<file path="src/rtl/rtc_cal_pkg.sv">
package rtc_cal_pkg;

  // Control-to-datapath strobes for one clock edge
  typedef struct packed {
    logic       load;
    logic       stepSec;
    logic       stepMin;
    logic       stepHour;
    logic       stepDay;
    logic       stepMon;
    logic       stepYear;
    logic [7:0] dateMax;
  } calStrobe_t;

  localparam logic [7:0] BCD_MAX_SEC  = 8'h59;
  localparam logic [7:0] BCD_MAX_MIN  = 8'h59;
  localparam logic [7:0] BCD_MAX_HOUR = 8'h23;
  localparam logic [7:0] BCD_MAX_MON  = 8'h12;
  localparam logic [7:0] BCD_MAX_YEAR = 8'h99;
  localparam logic [2:0] DOW_MAX      = 3'd7;

endpackage

</file>
<file path="src/rtl/rtc_bcd_field.sv">
module rtc_bcd_field #(
  parameter int WIDTH = 8,
  parameter logic [WIDTH-1:0] LO_VAL = '0,
  parameter logic [WIDTH-1:0] RST_VAL = '0
) (
  input  logic             clk,
  input  logic             rstN,
  input  logic             load,
  input  logic [WIDTH-1:0] loadVal,
  input  logic             step,
  input  logic [WIDTH-1:0] hiVal,
  output logic [WIDTH-1:0] q
);

  logic [WIDTH-1:0] incVal;

  generate
    if (WIDTH > 4) begin : g_bcd
      always_comb begin
        if (q[3:0] >= 4'd9) incVal = {q[WIDTH-1:4] + 1'b1, 4'd0};
        else                incVal = {q[WIDTH-1:4], q[3:0] + 4'd1};
      end
    end else begin : g_bin
      assign incVal = q + 1'b1;
    end
  endgenerate

  always_ff @(posedge clk) begin
    if (!rstN)      q <= RST_VAL;
    else if (load)  q <= loadVal;
    else if (step)  q <= (q == hiVal) ? LO_VAL : incVal;
  end


  load_capture_chk: assert property (@(posedge clk) disable iff (!rstN)
    load |=> q == $past(loadVal));


  wrap_to_lo_chk: assert property (@(posedge clk) disable iff (!rstN)
    (step && !load && q == hiVal) |=> q == LO_VAL);


  idle_hold_chk: assert property (@(posedge clk) disable iff (!rstN)
    (!step && !load) |=> $stable(q));

endmodule

</file>
<file path="src/rtl/rtc_cal_ctrl.sv">
module rtc_cal_ctrl
  import rtc_cal_pkg::*;
#(
  parameter int PRESCALE_DIV = 32768
) (
  input  logic       clk,
  input  logic       rstN,
  input  logic       runEn,
  input  logic       loadEn,
  input  logic [7:0] secQ,
  input  logic [7:0] minQ,
  input  logic [7:0] hourQ,
  input  logic [7:0] dateQ,
  input  logic [7:0] monQ,
  input  logic [7:0] yearQ,
  output calStrobe_t strobe,
  output logic       tick
);

  localparam int CW = (PRESCALE_DIV > 1) ? $clog2(PRESCALE_DIV) : 1;
  localparam logic [CW-1:0] LAST_CNT = CW'(PRESCALE_DIV - 1);

  logic [CW-1:0] preCnt;
  logic          leapYear;

  // Divisible by four, tested on BCD digits (valid through 2099)
  function automatic logic isLeap(input logic [7:0] y);
    if (!y[4]) return (y[3:0] == 4'd0) || (y[3:0] == 4'd4) || (y[3:0] == 4'd8);
    else       return (y[3:0] == 4'd2) || (y[3:0] == 4'd6);
  endfunction

  function automatic logic [7:0] monthEnd(input logic [7:0] m, input logic leap);
    case (m)
      8'h02:                      return leap ? 8'h29 : 8'h28;
      8'h04, 8'h06, 8'h09, 8'h11: return 8'h30;
      default:                    return 8'h31;
    endcase
  endfunction

  always_ff @(posedge clk) begin
    if (!rstN)                 preCnt <= '0;
    else if (loadEn)           preCnt <= '0;
    else if (runEn) begin
      if (preCnt == LAST_CNT)  preCnt <= '0;
      else                     preCnt <= preCnt + 1'b1;
    end
  end

  assign tick     = runEn && (preCnt == LAST_CNT);
  assign leapYear = isLeap(yearQ);

  always_comb begin
    strobe.load     = loadEn;
    strobe.dateMax  = monthEnd(monQ, leapYear);
    strobe.stepSec  = tick && !loadEn;
    strobe.stepMin  = strobe.stepSec  && (secQ  == BCD_MAX_SEC);
    strobe.stepHour = strobe.stepMin  && (minQ  == BCD_MAX_MIN);
    strobe.stepDay  = strobe.stepHour && (hourQ == BCD_MAX_HOUR);
    strobe.stepMon  = strobe.stepDay  && (dateQ == strobe.dateMax);
    strobe.stepYear = strobe.stepMon  && (monQ  == BCD_MAX_MON);
  end


  cnt_range_chk: assert property (@(posedge clk) disable iff (!rstN)
    preCnt <= LAST_CNT);


  run_hold_chk: assert property (@(posedge clk) disable iff (!rstN)
    (!runEn && !loadEn) |=> $stable(preCnt));


  load_clear_chk: assert property (@(posedge clk) disable iff (!rstN)
    loadEn |=> preCnt == '0);

  generate
    if (PRESCALE_DIV > 1) begin : g_gap

      tick_gap_chk: assert property (@(posedge clk) disable iff (!rstN)
        tick |=> !tick);
    end
  endgenerate

endmodule

</file>
<file path="src/rtl/rtc_cal_dp.sv">
module rtc_cal_dp
  import rtc_cal_pkg::*;
(
  input  logic       clk,
  input  logic       rstN,
  input  calStrobe_t strobe,
  input  logic [7:0] ldSec,
  input  logic [7:0] ldMin,
  input  logic [7:0] ldHour,
  input  logic [2:0] ldDow,
  input  logic [7:0] ldDate,
  input  logic [7:0] ldMon,
  input  logic [7:0] ldYear,
  output logic [7:0] secQ,
  output logic [7:0] minQ,
  output logic [7:0] hourQ,
  output logic [2:0] dowQ,
  output logic [7:0] dateQ,
  output logic [7:0] monQ,
  output logic [7:0] yearQ
);

  rtc_bcd_field #(.WIDTH(8), .LO_VAL(8'h00), .RST_VAL(8'h00)) secField (
    .clk(clk), .rstN(rstN), .load(strobe.load), .loadVal(ldSec),
    .step(strobe.stepSec), .hiVal(BCD_MAX_SEC), .q(secQ));

  rtc_bcd_field #(.WIDTH(8), .LO_VAL(8'h00), .RST_VAL(8'h00)) minField (
    .clk(clk), .rstN(rstN), .load(strobe.load), .loadVal(ldMin),
    .step(strobe.stepMin), .hiVal(BCD_MAX_MIN), .q(minQ));

  rtc_bcd_field #(.WIDTH(8), .LO_VAL(8'h00), .RST_VAL(8'h00)) hourField (
    .clk(clk), .rstN(rstN), .load(strobe.load), .loadVal(ldHour),
    .step(strobe.stepHour), .hiVal(BCD_MAX_HOUR), .q(hourQ));

  rtc_bcd_field #(.WIDTH(3), .LO_VAL(3'd1), .RST_VAL(3'd1)) dowField (
    .clk(clk), .rstN(rstN), .load(strobe.load), .loadVal(ldDow),
    .step(strobe.stepDay), .hiVal(DOW_MAX), .q(dowQ));

  rtc_bcd_field #(.WIDTH(8), .LO_VAL(8'h01), .RST_VAL(8'h01)) dateField (
    .clk(clk), .rstN(rstN), .load(strobe.load), .loadVal(ldDate),
    .step(strobe.stepDay), .hiVal(strobe.dateMax), .q(dateQ));

  rtc_bcd_field #(.WIDTH(8), .LO_VAL(8'h01), .RST_VAL(8'h01)) monField (
    .clk(clk), .rstN(rstN), .load(strobe.load), .loadVal(ldMon),
    .step(strobe.stepMon), .hiVal(BCD_MAX_MON), .q(monQ));

  rtc_bcd_field #(.WIDTH(8), .LO_VAL(8'h00), .RST_VAL(8'h00)) yearField (
    .clk(clk), .rstN(rstN), .load(strobe.load), .loadVal(ldYear),
    .step(strobe.stepYear), .hiVal(BCD_MAX_YEAR), .q(yearQ));


  midnight_dow_chk: assert property (@(posedge clk) disable iff (!rstN)
    (strobe.stepDay && !strobe.load) |=> !$stable(dowQ) && !$stable(dateQ));


  date_only_midnight_chk: assert property (@(posedge clk) disable iff (!rstN)
    (!strobe.stepDay && !strobe.load) |=> $stable(dateQ) && $stable(dowQ));

endmodule

</file>
<file path="src/rtl/rtc_calendar.sv">
module rtc_calendar
  import rtc_cal_pkg::*;
#(
  parameter int PRESCALE_DIV = 32768
) (
  input  logic       clk,
  input  logic       rstN,
  input  logic       runEn,
  input  logic       loadEn,
  input  logic [7:0] ldSec,
  input  logic [7:0] ldMin,
  input  logic [7:0] ldHour,
  input  logic [2:0] ldDow,
  input  logic [7:0] ldDate,
  input  logic [7:0] ldMon,
  input  logic [7:0] ldYear,
  output logic [7:0] secOut,
  output logic [7:0] minOut,
  output logic [7:0] hourOut,
  output logic [2:0] dowOut,
  output logic [7:0] dateOut,
  output logic [7:0] monOut,
  output logic [7:0] yearOut,
  output logic       tickOut
);

  calStrobe_t strobe;

  rtc_cal_ctrl #(.PRESCALE_DIV(PRESCALE_DIV)) ctrl_i (
    .clk(clk), .rstN(rstN), .runEn(runEn), .loadEn(loadEn),
    .secQ(secOut), .minQ(minOut), .hourQ(hourOut), .dateQ(dateOut),
    .monQ(monOut), .yearQ(yearOut), .strobe(strobe), .tick(tickOut));

  rtc_cal_dp dp_i (
    .clk(clk), .rstN(rstN), .strobe(strobe),
    .ldSec(ldSec), .ldMin(ldMin), .ldHour(ldHour), .ldDow(ldDow),
    .ldDate(ldDate), .ldMon(ldMon), .ldYear(ldYear),
    .secQ(secOut), .minQ(minOut), .hourQ(hourOut), .dowQ(dowOut),
    .dateQ(dateOut), .monQ(monOut), .yearQ(yearOut));

endmodule

</file>
<file path="config.mk">
export PLATFORM = sky130hd
export DESIGN_NAME = rtc_calendar
export DESIGN_NICKNAME = d
export VERILOG_FILES = /design/src/rtl/rtc_cal_pkg.sv /design/src/rtl/rtc_bcd_field.sv /design/src/rtl/rtc_cal_ctrl.sv /design/src/rtl/rtc_cal_dp.sv /design/src/rtl/rtc_calendar.sv
export SDC_FILE = /design/constraint.sdc
export NUM_CORES = 1
export LEC_CHECK = 0
export ABC_AREA = 1
export ABC_CLOCK_PERIOD_IN_PS = 5600
export BUFFER_PORTS_ARGS = -buffer_cell sky130_fd_sc_hd__buf_2
export CAP_MARGIN = 0
export CORE_AREA = 5 5 105 107
export CTS_BUF_LIST = sky130_fd_sc_hd__clkbuf_16
export DETAILED_ROUTE_END_ITERATION = 12
export DIE_AREA = 0 0 110 112
export GPL_TIMING_DRIVEN = 1
export PLACE_DENSITY = 0.68
export SYNTH_ARGS = -nofsm -noshare
export SYNTH_HDL_FRONTEND = slang
export SYNTH_SLANG_ARGS = --single-unit
</file>
<file path="constraint.sdc">
create_clock -name clk -period 5.6 [get_ports clk]
set_clock_uncertainty 0.05 [all_clocks]
set_input_delay 0.56 -clock clk [delete_from_list [all_inputs] [get_ports clk]]
set_output_delay 0.56 -clock clk [all_outputs]
set_load 0.02 [all_outputs]
</file>
==> flow_metrics.py <==
metrics = {
    "route": {
        "dr.pass1.iters": 7,
        "drc": 0,
        "wl_per_cell_um": 13.6,
        "vias_per_cell": 5.15,
        "drt_iter0_markers": 193,
        "drt_wl_total_mm": 11.8,
        "drtAntennaViolNets": 0,
        "routed-via-count": 4477,
    },
    "cts": {
        "cts_setup_buffers": 0,
        "htree_num_levels": 3,
        "clockBufferDepth": 2,
        "cts_resized": 0,
        "clk_pin_slew_ns": 0.06,
        "cts_made_buffers": 9,
        "cts.sinks": 66,
        "cts_tree": "yes",
        "clock_latency_ns": 0.33,
        "cts_hold_buf": 0,
        "cts_root_buf": "clkbuf_16",
    },
    "floorplanning": {
        "dieArea_um2": 12300,
        "die_x_um": 110,
        "rows": 37,
        "start_util_pct": 43.6,
        "core_area_um2": 10000,
        "io-pin-count": 107,
        "fp.dieH_um": 112,
    },
    "timing": {
        "fin_crit_sh_pct": 48.9,
        "setup_tns_ns": 0,
        "final_max_slew_viol_count": 0,
        "fmax_ghz": 0.366,
        "rsz0062_at_grt": "false",
        "min_period_ns": 2.74,
        "max-slew-margin-rel_pct": 52.3,
        "worst_pin_slew_ns": 0.716,
        "finalHoldViolCount": 0,
        "setup-violations-final": 0,
    },
    "logic_synthesis": {
        "async_flop_share_pct": 0,
        "synthTopCellsByArea": "dfxtp_1 30%, ha_1 10%, nand2_1 10%, inv_1 7.4%, nor2_1 6.6%",
        "synth.avg_cell_area_um2": 7.02,
        "synth_common_cells": "120 x nand2_1, 86 x inv_1, 77 x nor2_1",
        "synth_ff_type": "dfxtp_1",
        "synth-edff-count": 0,
        "ys_ff_latch": 66,
        "synth_top_area_share_pct": 30.1,
        "yosysSeqAreaShare_pct": 30.1,
        "ys_types": 44,
        "synth.most_common_cell": "nand2_1",
        "syn-cell-area_um2": 4380,
        "synth.largest_area_cell": "dfxtp_1",
        "syn_nets": 715,
        "synth_cells": 624,
        "yosys_warnings": 0,
    },
    "power_and_ir_drop": {
        "p_per_area_nw_per_um2": 237,
        "p_leak_nw": 2.52,
        "irDropWorstVdd_mv": 0.130,
    },
    "final_layout": {
        "nets": 820,
        "finalNonFillerCells": 870,
        "drive_above_1_share_pct": 20.2,
        "finalInstanceArea_um2": 5320,
        "diodes": 0,
        "area_growth_pct": 21.4,
    },
    "global_route": {
        "grtUsageTotal_pct": 19.8,
        "grt_max_degree": 61,
        "gr-total-overflow": 0,
        "grt_pass1_vias": 4496,
        "antenna_found_initial": 0,
        "grt_pass1_wl_mm": 20.0,
    },
    "min_path": {
        "hold_depth": 2,
        "hold_path_class": "reg2reg",
    },
    "critical_path": {
        "cp_data_required_time_ns": 4.99,
        "endpoint_kind": "primary output",
        "start_kind": "register",
        "max_stage_delay_ns": 0.51,
        "worst-path-max-fanout": 3,
        "cp_slowest_cell": "nor4_1",
        "crit_top_cell": "nand2_1",
        "r2r_cells": 13,
        "path_delay_family": "simple AND/OR/NAND/NOR gates",
        "cp_num_buf_inv": 1,
        "crit_cells": 6,
        "worstSetupPathType": "reg2out",
        "crit_arrival_ns": 2.13,
        "crit_chain": "ha_1 > nand2_1 > nor2_1 > nand2_1 > nor4_1 > buf_2",
    },
    "place": {
        "dp_cells": 854,
        "placed_cell_area_um2": 5030,
        "io_buffers": 106,
        "dp_hpwl_mm": 8.99,
        "place.gp.congestion": 0.853,
    },
    "flow_run": {
        "cap_viol_max_count": 0,
    },
    "outcome": {
        "status": "finished, final reports clean",
    },
}
## layout make-up
type	count	area, um2
sequential	66	1320
timing repair buffer	107	538
multi-input combinational	458	2680
clock buffer	9	225
clock inverter	7	62.6
fill	1000	4720
inverter	87	327
tap	136	170
## worst register-to-register path: cells and delay by family, from the launching register on
kind | cells | cell delay, ns
AOI/OAI and AO/OA | 2 | 0.30
buffers and inverters | 1 | 0.12
DFF | 1 | 0.35
adders and majority gates | 1 | 0.14
and+or+nand+nor | 9 | 1.26
## power by group
group | switching, mW | internal (mW)
clock network | 0.208 | 0.339
logic | 0.130 | 0.0715
registers | 0.0249 | 0.490
## metrics by stage
step	utilization (%)	worst slack [ns]	hold WS, ns	power, mW
floorplan	-	3.26	0.393	0.652
global placement	50.1	2.76	0.407	0.720
detailed placement	50.1	2.67	0.421	0.726
CTS	53.0	2.86	0.429	1.27
global route	53.0	2.73	0.447	1.32
finish	53.0	2.86	0.426	1.26
## cell families (layout without fill, tap and decap cells)
| group | after synthesis | in the layout | synth area share, % |
|---|---|---|---|
| compound gates | 124 | 124 | 16.8 |
| xor+xnor | 23 | 23 | 4.60 |
| fa+ha+maj | 36 | 36 | 10.3 |
| buf+inv | 100 | 210 | 8.76 |
| flops | 66 | 66 | 30.1 |
| simple gates | 275 | 275 | 29.5 |
## state kept, by name, summed over array words and instances (netlist names)
signal / cells
dp_i.yearField.q: 8
dp_i.dowField.q: 3
dp_i.hourField.q: 8
ctrl_i.preCnt: 15
dp_i.secField.q: 8
dp_i.dateField.q: 8
dp_i.minField.q: 8
dp_i.monField.q: 8
## cells in the final DEF (no fill, tap or decap), drive strengths merged, types with 6 or more instances in the layout
master / instances
nand2: 130
a211oi: 12
nor3: 9
nor2: 86
clkbuf: 9
buf: 107
a22oi: 6
xnor2: 6
ha: 36
inv: 88
a21oi: 37
xor2: 17
dfxtp: 66
a31oi: 8
o21ai: 44
nand4: 10
nand3: 37
## path summary, 6_finish.rpt
check / from / endpoint / slack, ns
min: ctrl_i.preCnt[11] / ctrl_i.preCnt[11] / 0.43
min reg2reg: ctrl_i.preCnt[11] / ctrl_i.preCnt[11] / 0.43
max reg2reg: dp_i.monField.q[5] / dp_i.monField.q[1] / 3.28
max: ctrl_i.preCnt[1] / tickOut / 2.86
## per-layer routing
| metal | vias up | share of wire, % | track usage [%] |
|---|---|---|---|
| met4 | 0 | 2.0 | 6.90 |
| met5 | - | 0 | 0 |
| met3 | 20 | 6.4 | 4.81 |
| met1 | 2061 | 42 | 23.3 |
| met2 | 136 | 50 | 34.4 |
| li1 | 2260 | - | - |
(Power assumes the default switching activity.)
